==> src/rtl/tsq_pkg.sv <==
package tsq_pkg;
    typedef enum logic [1:0] {
        SEQ_IDLE    = 2'd0,
        SEQ_ACQUIRE = 2'd1,
        SEQ_KICK    = 2'd2,
        SEQ_WAIT    = 2'd3
    } seq_state_t;

    localparam logic [7:0] ADDR_CTRL   = 8'h40;
    localparam logic [7:0] ADDR_PERIOD = 8'h44;
    localparam logic [7:0] ADDR_STATUS = 8'h48;
    localparam logic [7:0] ADDR_FILTER = 8'h70;
    localparam logic [7:0] ADDR_DATA0  = 8'h80;

    localparam int CTRL_ACQ_LSB = 16;
    localparam int PER_LSB      = 12;
    localparam int RDY_LSB      = 8;
endpackage

==> src/rtl/tsq_timer.sv <==
module tsq_timer #(
    parameter int UNIT  = 4096,
    parameter int PER_W = 20
) (
    input  logic             clk,
    input  logic             rst_n,
    input  logic             run,
    input  logic [PER_W-1:0] per_p,
    output logic             tick
);
    localparam int UW = $clog2(UNIT);

    logic [UW-1:0]    unit_cnt;
    logic [PER_W-1:0] per_cnt;
    logic             unit_end;

    assign unit_end = (unit_cnt == UW'(UNIT - 1));
    assign tick     = run && unit_end && (per_cnt >= per_p);

    always_ff @(posedge clk) begin
        if (!rst_n || !run) begin
            unit_cnt <= '0;
            per_cnt  <= '0;
        end else if (unit_end) begin
            unit_cnt <= '0;
            per_cnt  <= (per_cnt >= per_p) ? '0 : per_cnt + 1'b1;
        end else begin
            unit_cnt <= unit_cnt + 1'b1;
        end
    end
endmodule

==> src/rtl/tsq_seq.sv <==
module tsq_seq
    import tsq_pkg::*;
#(
    parameter int NCH   = 3,
    parameter int ACQ_W = 16,
    parameter int CW    = (NCH > 1) ? $clog2(NCH) : 1
) (
    input  logic             clk,
    input  logic             rst_n,
    input  logic             tick,
    input  logic [NCH-1:0]   en,
    input  logic [ACQ_W-1:0] acq_n,
    input  logic             adc_valid,
    output logic             adc_start,
    output logic [CW-1:0]    adc_chan,
    output logic             take,
    output logic [NCH-1:0]   round_mask
);
    seq_state_t       st, st_nxt;
    logic [CW-1:0]    ch;
    logic [ACQ_W-1:0] acq_cnt;
    logic [NCH-1:0]   mask_q;
    logic [CW:0]      first_hit, next_hit;

    // lowest set bit of m at or above index 'from'; MSB of result = found
    function automatic logic [CW:0] pick(input logic [NCH-1:0] m, input logic [CW:0] from);
        logic [CW:0] r;
        r = '0;
        for (int i = NCH - 1; i >= 0; i--) begin
            if (m[i] && ((CW+1)'(i) >= from)) r = {1'b1, CW'(i)};
        end
        return r;
    endfunction

    assign first_hit = pick(en, '0);
    assign next_hit  = pick(mask_q, {1'b0, ch} + (CW+1)'(1));

    always_ff @(posedge clk) begin
        if (!rst_n) st <= SEQ_IDLE;
        else        st <= st_nxt;
    end

    always_comb begin
        st_nxt = st;
        unique case (st)
            SEQ_IDLE:    if (tick && (|en)) st_nxt = SEQ_ACQUIRE;
            SEQ_ACQUIRE: if (acq_cnt == acq_n) st_nxt = SEQ_KICK;
            SEQ_KICK:    st_nxt = SEQ_WAIT;
            SEQ_WAIT:    if (adc_valid) st_nxt = next_hit[CW] ? SEQ_ACQUIRE : SEQ_IDLE;
            default:     st_nxt = SEQ_IDLE;
        endcase
    end

    always_comb begin
        adc_start  = (st == SEQ_KICK);
        take       = (st == SEQ_WAIT) && adc_valid;
        adc_chan   = ch;
        round_mask = mask_q;
    end

    always_ff @(posedge clk) begin
        if (!rst_n) begin
            ch      <= '0;
            acq_cnt <= '0;
            mask_q  <= '0;
        end else if (st == SEQ_IDLE && tick && (|en)) begin
            mask_q  <= en;
            ch      <= first_hit[CW-1:0];
            acq_cnt <= '0;
        end else if (st == SEQ_ACQUIRE) begin
            acq_cnt <= acq_cnt + 1'b1;
        end else if (take) begin
            acq_cnt <= '0;
            if (next_hit[CW]) ch <= next_hit[CW-1:0];
        end
    end
endmodule

==> src/rtl/tsq_avg.sv <==
module tsq_avg #(
    parameter int NCH    = 3,
    parameter int CODE_W = 12,
    parameter int CW     = (NCH > 1) ? $clog2(NCH) : 1
) (
    input  logic                  clk,
    input  logic                  rst_n,
    input  logic                  take,
    input  logic [CW-1:0]         ch,
    input  logic [CODE_W-1:0]     code,
    input  logic                  fen,
    input  logic [1:0]            fn,
    input  logic                  clr,
    output logic [NCH*CODE_W-1:0] data_flat,
    output logic [NCH-1:0]        pub
);
    localparam int AW = CODE_W + 4;

    logic [4:0] win_last;
    logic [2:0] shamt;

    assign win_last = (5'd2 << fn) - 5'd1;
    assign shamt    = {1'b0, fn} + 3'd1;

    for (genvar i = 0; i < NCH; i++) begin : g_ch
        logic [AW-1:0]     acc;
        logic [3:0]        cnt;
        logic [CODE_W-1:0] data;
        logic [AW-1:0]     sum;
        logic              mine, full;

        assign mine = take && (ch == CW'(i));
        assign full = ({1'b0, cnt} == win_last);
        assign sum  = acc + AW'(code);
        assign pub[i] = mine && (!fen || full);
        assign data_flat[i*CODE_W +: CODE_W] = data;

        always_ff @(posedge clk) begin
            if (!rst_n) begin
                acc  <= '0;
                cnt  <= '0;
                data <= '0;
            end else if (clr) begin
                acc <= '0;
                cnt <= '0;
            end else if (mine) begin
                if (!fen) begin
                    data <= code;
                end else if (full) begin
                    data <= CODE_W'(sum >> shamt);
                    acc  <= '0;
                    cnt  <= '0;
                end else begin
                    acc <= sum;
                    cnt <= cnt + 1'b1;
                end
            end
        end
    end
endmodule

==> src/rtl/tsq_regs.sv <==
module tsq_regs
    import tsq_pkg::*;
#(
    parameter int NCH    = 3,
    parameter int CODE_W = 12,
    parameter int ACQ_W  = 16,
    parameter int PER_W  = 20
) (
    input  logic                  clk,
    input  logic                  rst_n,
    input  logic                  wr,
    input  logic [7:0]            addr,
    input  logic [31:0]           wdata,
    input  logic [NCH-1:0]        pub,
    input  logic [NCH*CODE_W-1:0] data_flat,
    output logic [31:0]           rdata,
    output logic [NCH-1:0]        en,
    output logic [ACQ_W-1:0]      acq_n,
    output logic [PER_W-1:0]      per_p,
    output logic                  fen,
    output logic [1:0]            fn,
    output logic                  filt_wr,
    output logic [NCH-1:0]        rdy
);
    logic [NCH-1:0] clr_mask;
    logic           unused_wdata;

    assign unused_wdata = ^wdata;
    assign filt_wr  = wr && (addr == ADDR_FILTER);
    assign clr_mask = (wr && addr == ADDR_STATUS) ? wdata[RDY_LSB +: NCH] : '0;

    always_ff @(posedge clk) begin
        if (!rst_n) begin
            en    <= '0;
            acq_n <= '0;
            per_p <= '0;
            fen   <= 1'b0;
            fn    <= '0;
            rdy   <= '0;
        end else begin
            rdy <= (rdy & ~clr_mask) | pub;
            if (wr && addr == ADDR_CTRL) begin
                en    <= wdata[NCH-1:0];
                acq_n <= wdata[CTRL_ACQ_LSB +: ACQ_W];
            end
            if (wr && addr == ADDR_PERIOD) per_p <= wdata[PER_LSB +: PER_W];
            if (filt_wr) begin
                fen <= wdata[2];
                fn  <= wdata[1:0];
            end
        end
    end

    always_comb begin
        rdata = '0;
        unique case (addr)
            ADDR_CTRL:   rdata = 32'(en) | (32'(acq_n) << CTRL_ACQ_LSB);
            ADDR_PERIOD: rdata = 32'(per_p) << PER_LSB;
            ADDR_STATUS: rdata = 32'(rdy) << RDY_LSB;
            ADDR_FILTER: rdata = {29'd0, fen, fn};
            default: begin
                for (int i = 0; i < NCH; i++) begin
                    if (addr == 8'(ADDR_DATA0 + 8'(4 * i)))
                        rdata = 32'(data_flat[i*CODE_W +: CODE_W]);
                end
            end
        endcase
    end
endmodule

==> src/rtl/tsq_top.sv <==
module tsq_top #(
    parameter int NCH    = 3,
    parameter int CODE_W = 12,
    parameter int ACQ_W  = 16,
    parameter int PER_W  = 20,
    parameter int UNIT   = 4096,
    parameter int CW     = (NCH > 1) ? $clog2(NCH) : 1
) (
    input  logic              clk,
    input  logic              rst_n,
    input  logic              reg_wr,
    input  logic [7:0]        reg_addr,
    input  logic [31:0]       reg_wdata,
    output logic [31:0]       reg_rdata,
    input  logic              adc_valid,
    input  logic [CODE_W-1:0] adc_code,
    output logic              adc_start,
    output logic [CW-1:0]     adc_chan
);
    logic [NCH-1:0]        en, rdy, pub, round_mask;
    logic [ACQ_W-1:0]      acq_n;
    logic [PER_W-1:0]      per_p;
    logic                  fen, filt_wr, tick, take;
    logic [1:0]            fn;
    logic [NCH*CODE_W-1:0] data_flat;

    tsq_regs #(.NCH(NCH), .CODE_W(CODE_W), .ACQ_W(ACQ_W), .PER_W(PER_W)) u_regs (
        .clk(clk), .rst_n(rst_n), .wr(reg_wr), .addr(reg_addr), .wdata(reg_wdata),
        .pub(pub), .data_flat(data_flat), .rdata(reg_rdata), .en(en), .acq_n(acq_n),
        .per_p(per_p), .fen(fen), .fn(fn), .filt_wr(filt_wr), .rdy(rdy)
    );

    tsq_timer #(.UNIT(UNIT), .PER_W(PER_W)) u_timer (
        .clk(clk), .rst_n(rst_n), .run(|en), .per_p(per_p), .tick(tick)
    );

    tsq_seq #(.NCH(NCH), .ACQ_W(ACQ_W), .CW(CW)) u_seq (
        .clk(clk), .rst_n(rst_n), .tick(tick), .en(en), .acq_n(acq_n),
        .adc_valid(adc_valid), .adc_start(adc_start), .adc_chan(adc_chan),
        .take(take), .round_mask(round_mask)
    );

    tsq_avg #(.NCH(NCH), .CODE_W(CODE_W), .CW(CW)) u_avg (
        .clk(clk), .rst_n(rst_n), .take(take), .ch(adc_chan), .code(adc_code),
        .fen(fen), .fn(fn), .clr(filt_wr), .data_flat(data_flat), .pub(pub)
    );
endmodule

==> config.mk <==
export PLATFORM = sky130hd
export DESIGN_NAME = tsq_top
export DESIGN_NICKNAME = d
export VERILOG_FILES = /design/src/rtl/tsq_pkg.sv /design/src/rtl/tsq_timer.sv /design/src/rtl/tsq_seq.sv /design/src/rtl/tsq_avg.sv /design/src/rtl/tsq_regs.sv /design/src/rtl/tsq_top.sv
export SDC_FILE = /design/constraint.sdc
export NUM_CORES = 1
export LEC_CHECK = 0
export CORE_ASPECT_RATIO = 0.9
export CORE_MARGIN = 4
export CORE_UTILIZATION = 60
export DETAILED_ROUTE_END_ITERATION = 8
export GPL_TIMING_DRIVEN = 0
export PLACE_DENSITY = 0.84
export SYNTH_ARGS = -nofsm -noshare
export SYNTH_HDL_FRONTEND = slang
export SYNTH_SLANG_ARGS = --single-unit
==> constraint.sdc <==
create_clock -name clk -period 6.2 [get_ports clk]
set_input_delay 0.93 -clock clk [delete_from_list [all_inputs] [get_ports clk]]
set_output_delay 0.93 -clock clk [all_outputs]
set_load 0.02 [all_outputs]
==> flow_metrics.tcl <==
set metrics [dict create \
    status "finished clean" \
    fmax_ghz 0.202 \
    p_seq_frac 0.488 \
    comb_power_share 0.073 \
    max-cap-violations 0 \
    place_congestion 1.08 \
    synthArstFlopShare 0 \
    whs_endpoint "u_timer.unit_cnt[0]" \
    yosys.area.top_type "dfxtp_1" \
    drc 0 \
    yosysTopAreaCellShare 0.307 \
    drtPass1Iterations 7 \
    postSynthCellCount 1610 \
    sw_frac_of_total 0.274 \
    cts_buffers 17 \
    area_growth_syn_to_layout_pct 14.0 \
    die_h_um 146 \
    p_int_mw 1.86 \
    postCtsSetupRepairBufs 0 \
    num_io_pins 91 \
    hold_path_class "reg -> reg" \
    rsz0062_at_grt "no" \
    layout_min_cycle_time_ps 4960 \
    cts_hold_buf 0 \
    grt-ovfl-total 0 \
    grt_max_degree 21 \
    arrival_ps 4030 \
    cts_buffer_depth 2 \
    grt_pass1_vias 11800 \
    hold_depth 1 \
    r2r-start "u_regs.fn[0]" \
    synth.most_common_cell "nand2_1" \
    first_iter_violations 1925 \
    ys_types 99 \
    cts_root_buffer "clkbuf_16" \
    worst_setup_path_end_kind "output port" \
    nFillCells 1690 \
    netlist_area_um2 12700 \
    syn_nets 1736 \
    post-route-period-util 0.800 \
    synth_area_leaders "dfxtp_1 31%, ha_1 6.6%, nand2_1 6.3%, a21oi_1 5.9%, nor2_1 4.3%" \
    switchingPower_uw 702 \
    maxSlewViolCount 0 \
    die_area_um2 23600 \
    yosys-top-cells-count "212 x nand2_1, 195 x dfxtp_1, 151 x a21oi_1" \
    pre_cts_slack_ps 1330 \
    synthFlopType "dfxtp_1" \
    rrSetupSlack_ps 2940 \
    fp.dieW_um 161 \
    min_from "u_timer.unit_cnt[0]" \
    gr-usage-all-layers 0.347 \
    p_leak_nw 5.40 \
    core_region_area_um2 20800 \
    synth-seq-cells 195 \
    crit_type "in -> out" \
    cts_max_level 4 \
    placed_cells 1979 \
    clockPowerShare 0.439 \
    reg2reg_depth 6 \
    yosysSeqAreaShare 0.307 \
    avgViaCountPerCell 6.56 \
    clk_latency_ps 450 \
    vias 13200 \
    io_buffers 83 \
    fin_nets 1838 \
    stdcell_count 2012 \
    cts_tree "yes" \
    rows 50 \
    worstMarginPinSlew_ps 900 \
    start_util 0.610 \
    wl_per_cell_um 21.1 \
    clock-sinks 195 \
    fin_total_pwr_mw 2.57 \
    power.density_nw_per_um2 177 \
    slew_headroom 0.400 \
    fin_tns_setup_ps 0 \
    grt_antenna_before_repair 1 \
    ir_drop_mv 0.194 \
    cp.required_ps 5270 \
    drive_gt1_frac 0.0667 \
    finalHoldViolations 0 \
    cp-start-kind "input port" \
    yosys_warnings 0 \
    cts_resized 0 \
    fin_ws_ps 1240 \
    r2r-end "u_avg.g_ch[0].data[2]" \
    synth_edf_count 0 \
    grt_pass1_wl_um 65600 \
    ant_nets 0 \
    finalSetupViolCount 0 \
    finClkSkew_ps 14.8 \
    syn_avg_cell_area_um2 7.89 \
    dp_hpwl_um 32200 \
    clkTransAtPathRegs_ps 80 \
    totalWireLength_um 42500 \
    cp_max_fo 10 \
]
## worst max-delay path, cell delays in order
cell	delay, ps
clkdlybuf4s50_1	440
or4b_2	690
clkbuf_1	190
nor2_1	330
clkbuf_1	440
a22oi_1	260
nand2_1	140
clkdlybuf4s50_1	610
## worst max-delay path by stage
stage / slack [ps] / cells after the start / startpoint / end
after global routing: 1160 / 8 / reg_addr[1] / reg_rdata[9]
after floorplan: 2720 / 5 / reg_addr[1] / reg_rdata[22]
after global placement: 1330 / 8 / reg_addr[3] / reg_rdata[9]
after CTS: 1330 / 8 / reg_addr[1] / reg_rdata[9]
final: 1240 / 8 / reg_addr[1] / reg_rdata[9]
after detailed placement: 1330 / 8 / reg_addr[3] / reg_rdata[9]
## cells by family after synthesis
logic type / Yosys count / share of synthesized area
muxes: 43 / 0.0456
buffers and inverters: 155 / 0.0506
AOI/OAI and AO/OA: 458 / 0.243
DFF: 195 / 0.307
adders and majority gates: 70 / 0.0707
xor gates and xnor gates: 78 / 0.0538
and+or+nand+nor: 611 / 0.229
## flip-flops by register name, indices dropped and copies added, names as in the netlist
signal            cells
u_avg.g_ch.cnt       12
u_regs.rdy            3
u_seq.round_mask      2
u_avg.g_ch.data      36
u_timer.per_cnt      20
u_regs.en             3
u_regs.per_p         20
u_seq.st              2
u_seq.adc_chan        2
u_seq.acq_cnt        16
u_timer.unit_cnt     12
u_regs.acq_n         16
u_regs.fen            1
u_avg.g_ch.acc       48
u_regs.fn             2
## placed cells by master (no fill, tap or decap), types with 59 or more instances in the layout
cell type	instances
o21ai_0	71
dfxtp_1	195
a21oi_1	151
nand3_1	69
ha_1	67
clkbuf_1	59
clkdlybuf4s50_1	83
nor2_1	144
nand2_1	212
inv_1	64
## metal layers
layer | global-route usage | vias to the layer above | share of wire
met5 | 0 | - | 0.00052
met4 | 0.125 | 2 | 0.036
met3 | 0.0875 | 128 | 0.12
met2 | 0.511 | 812 | 0.42
met1 | 0.494 | 6188 | 0.42
li1 | - | 6072 | -
## power by group through the flow
stage	combinational (mW)	sequential (mW)	clock, mW
2_1_floorplan	0.0930	1.28	0
3_3_place_gp	0.176	1.28	0
3_5_place_dp	0.178	1.28	0
4_1_cts	0.179	1.25	1.13
5_1_grt	0.195	1.25	1.18
6_report	0.186	1.25	1.13
## metrics by stage
step	hold slack, ps	cell area (µm²)	util
floorplan	413	12700	-
CTS	448	14500	0.695
global placement	424	13900	0.667
finish	447	14500	0.695
detailed placement	436	13900	0.667
global route	465	14500	0.695
## area by class of cell
class,count,area [µm²],area share
Clock buffer,18,429,0.0296
Timing Repair Buffer,83,831,0.0574
Buffer,89,395,0.0273
Sequential cell,195,3900,0.270
Antenna cell,1,2.50,0.000173
Clock inverter,14,155,0.0107
Inverter,66,248,0.0171
Tap cell,286,358,0.0247
Multi-Input combinational cell,1260,8160,0.563
Note: power is estimated with default switching activity, not from simulation.
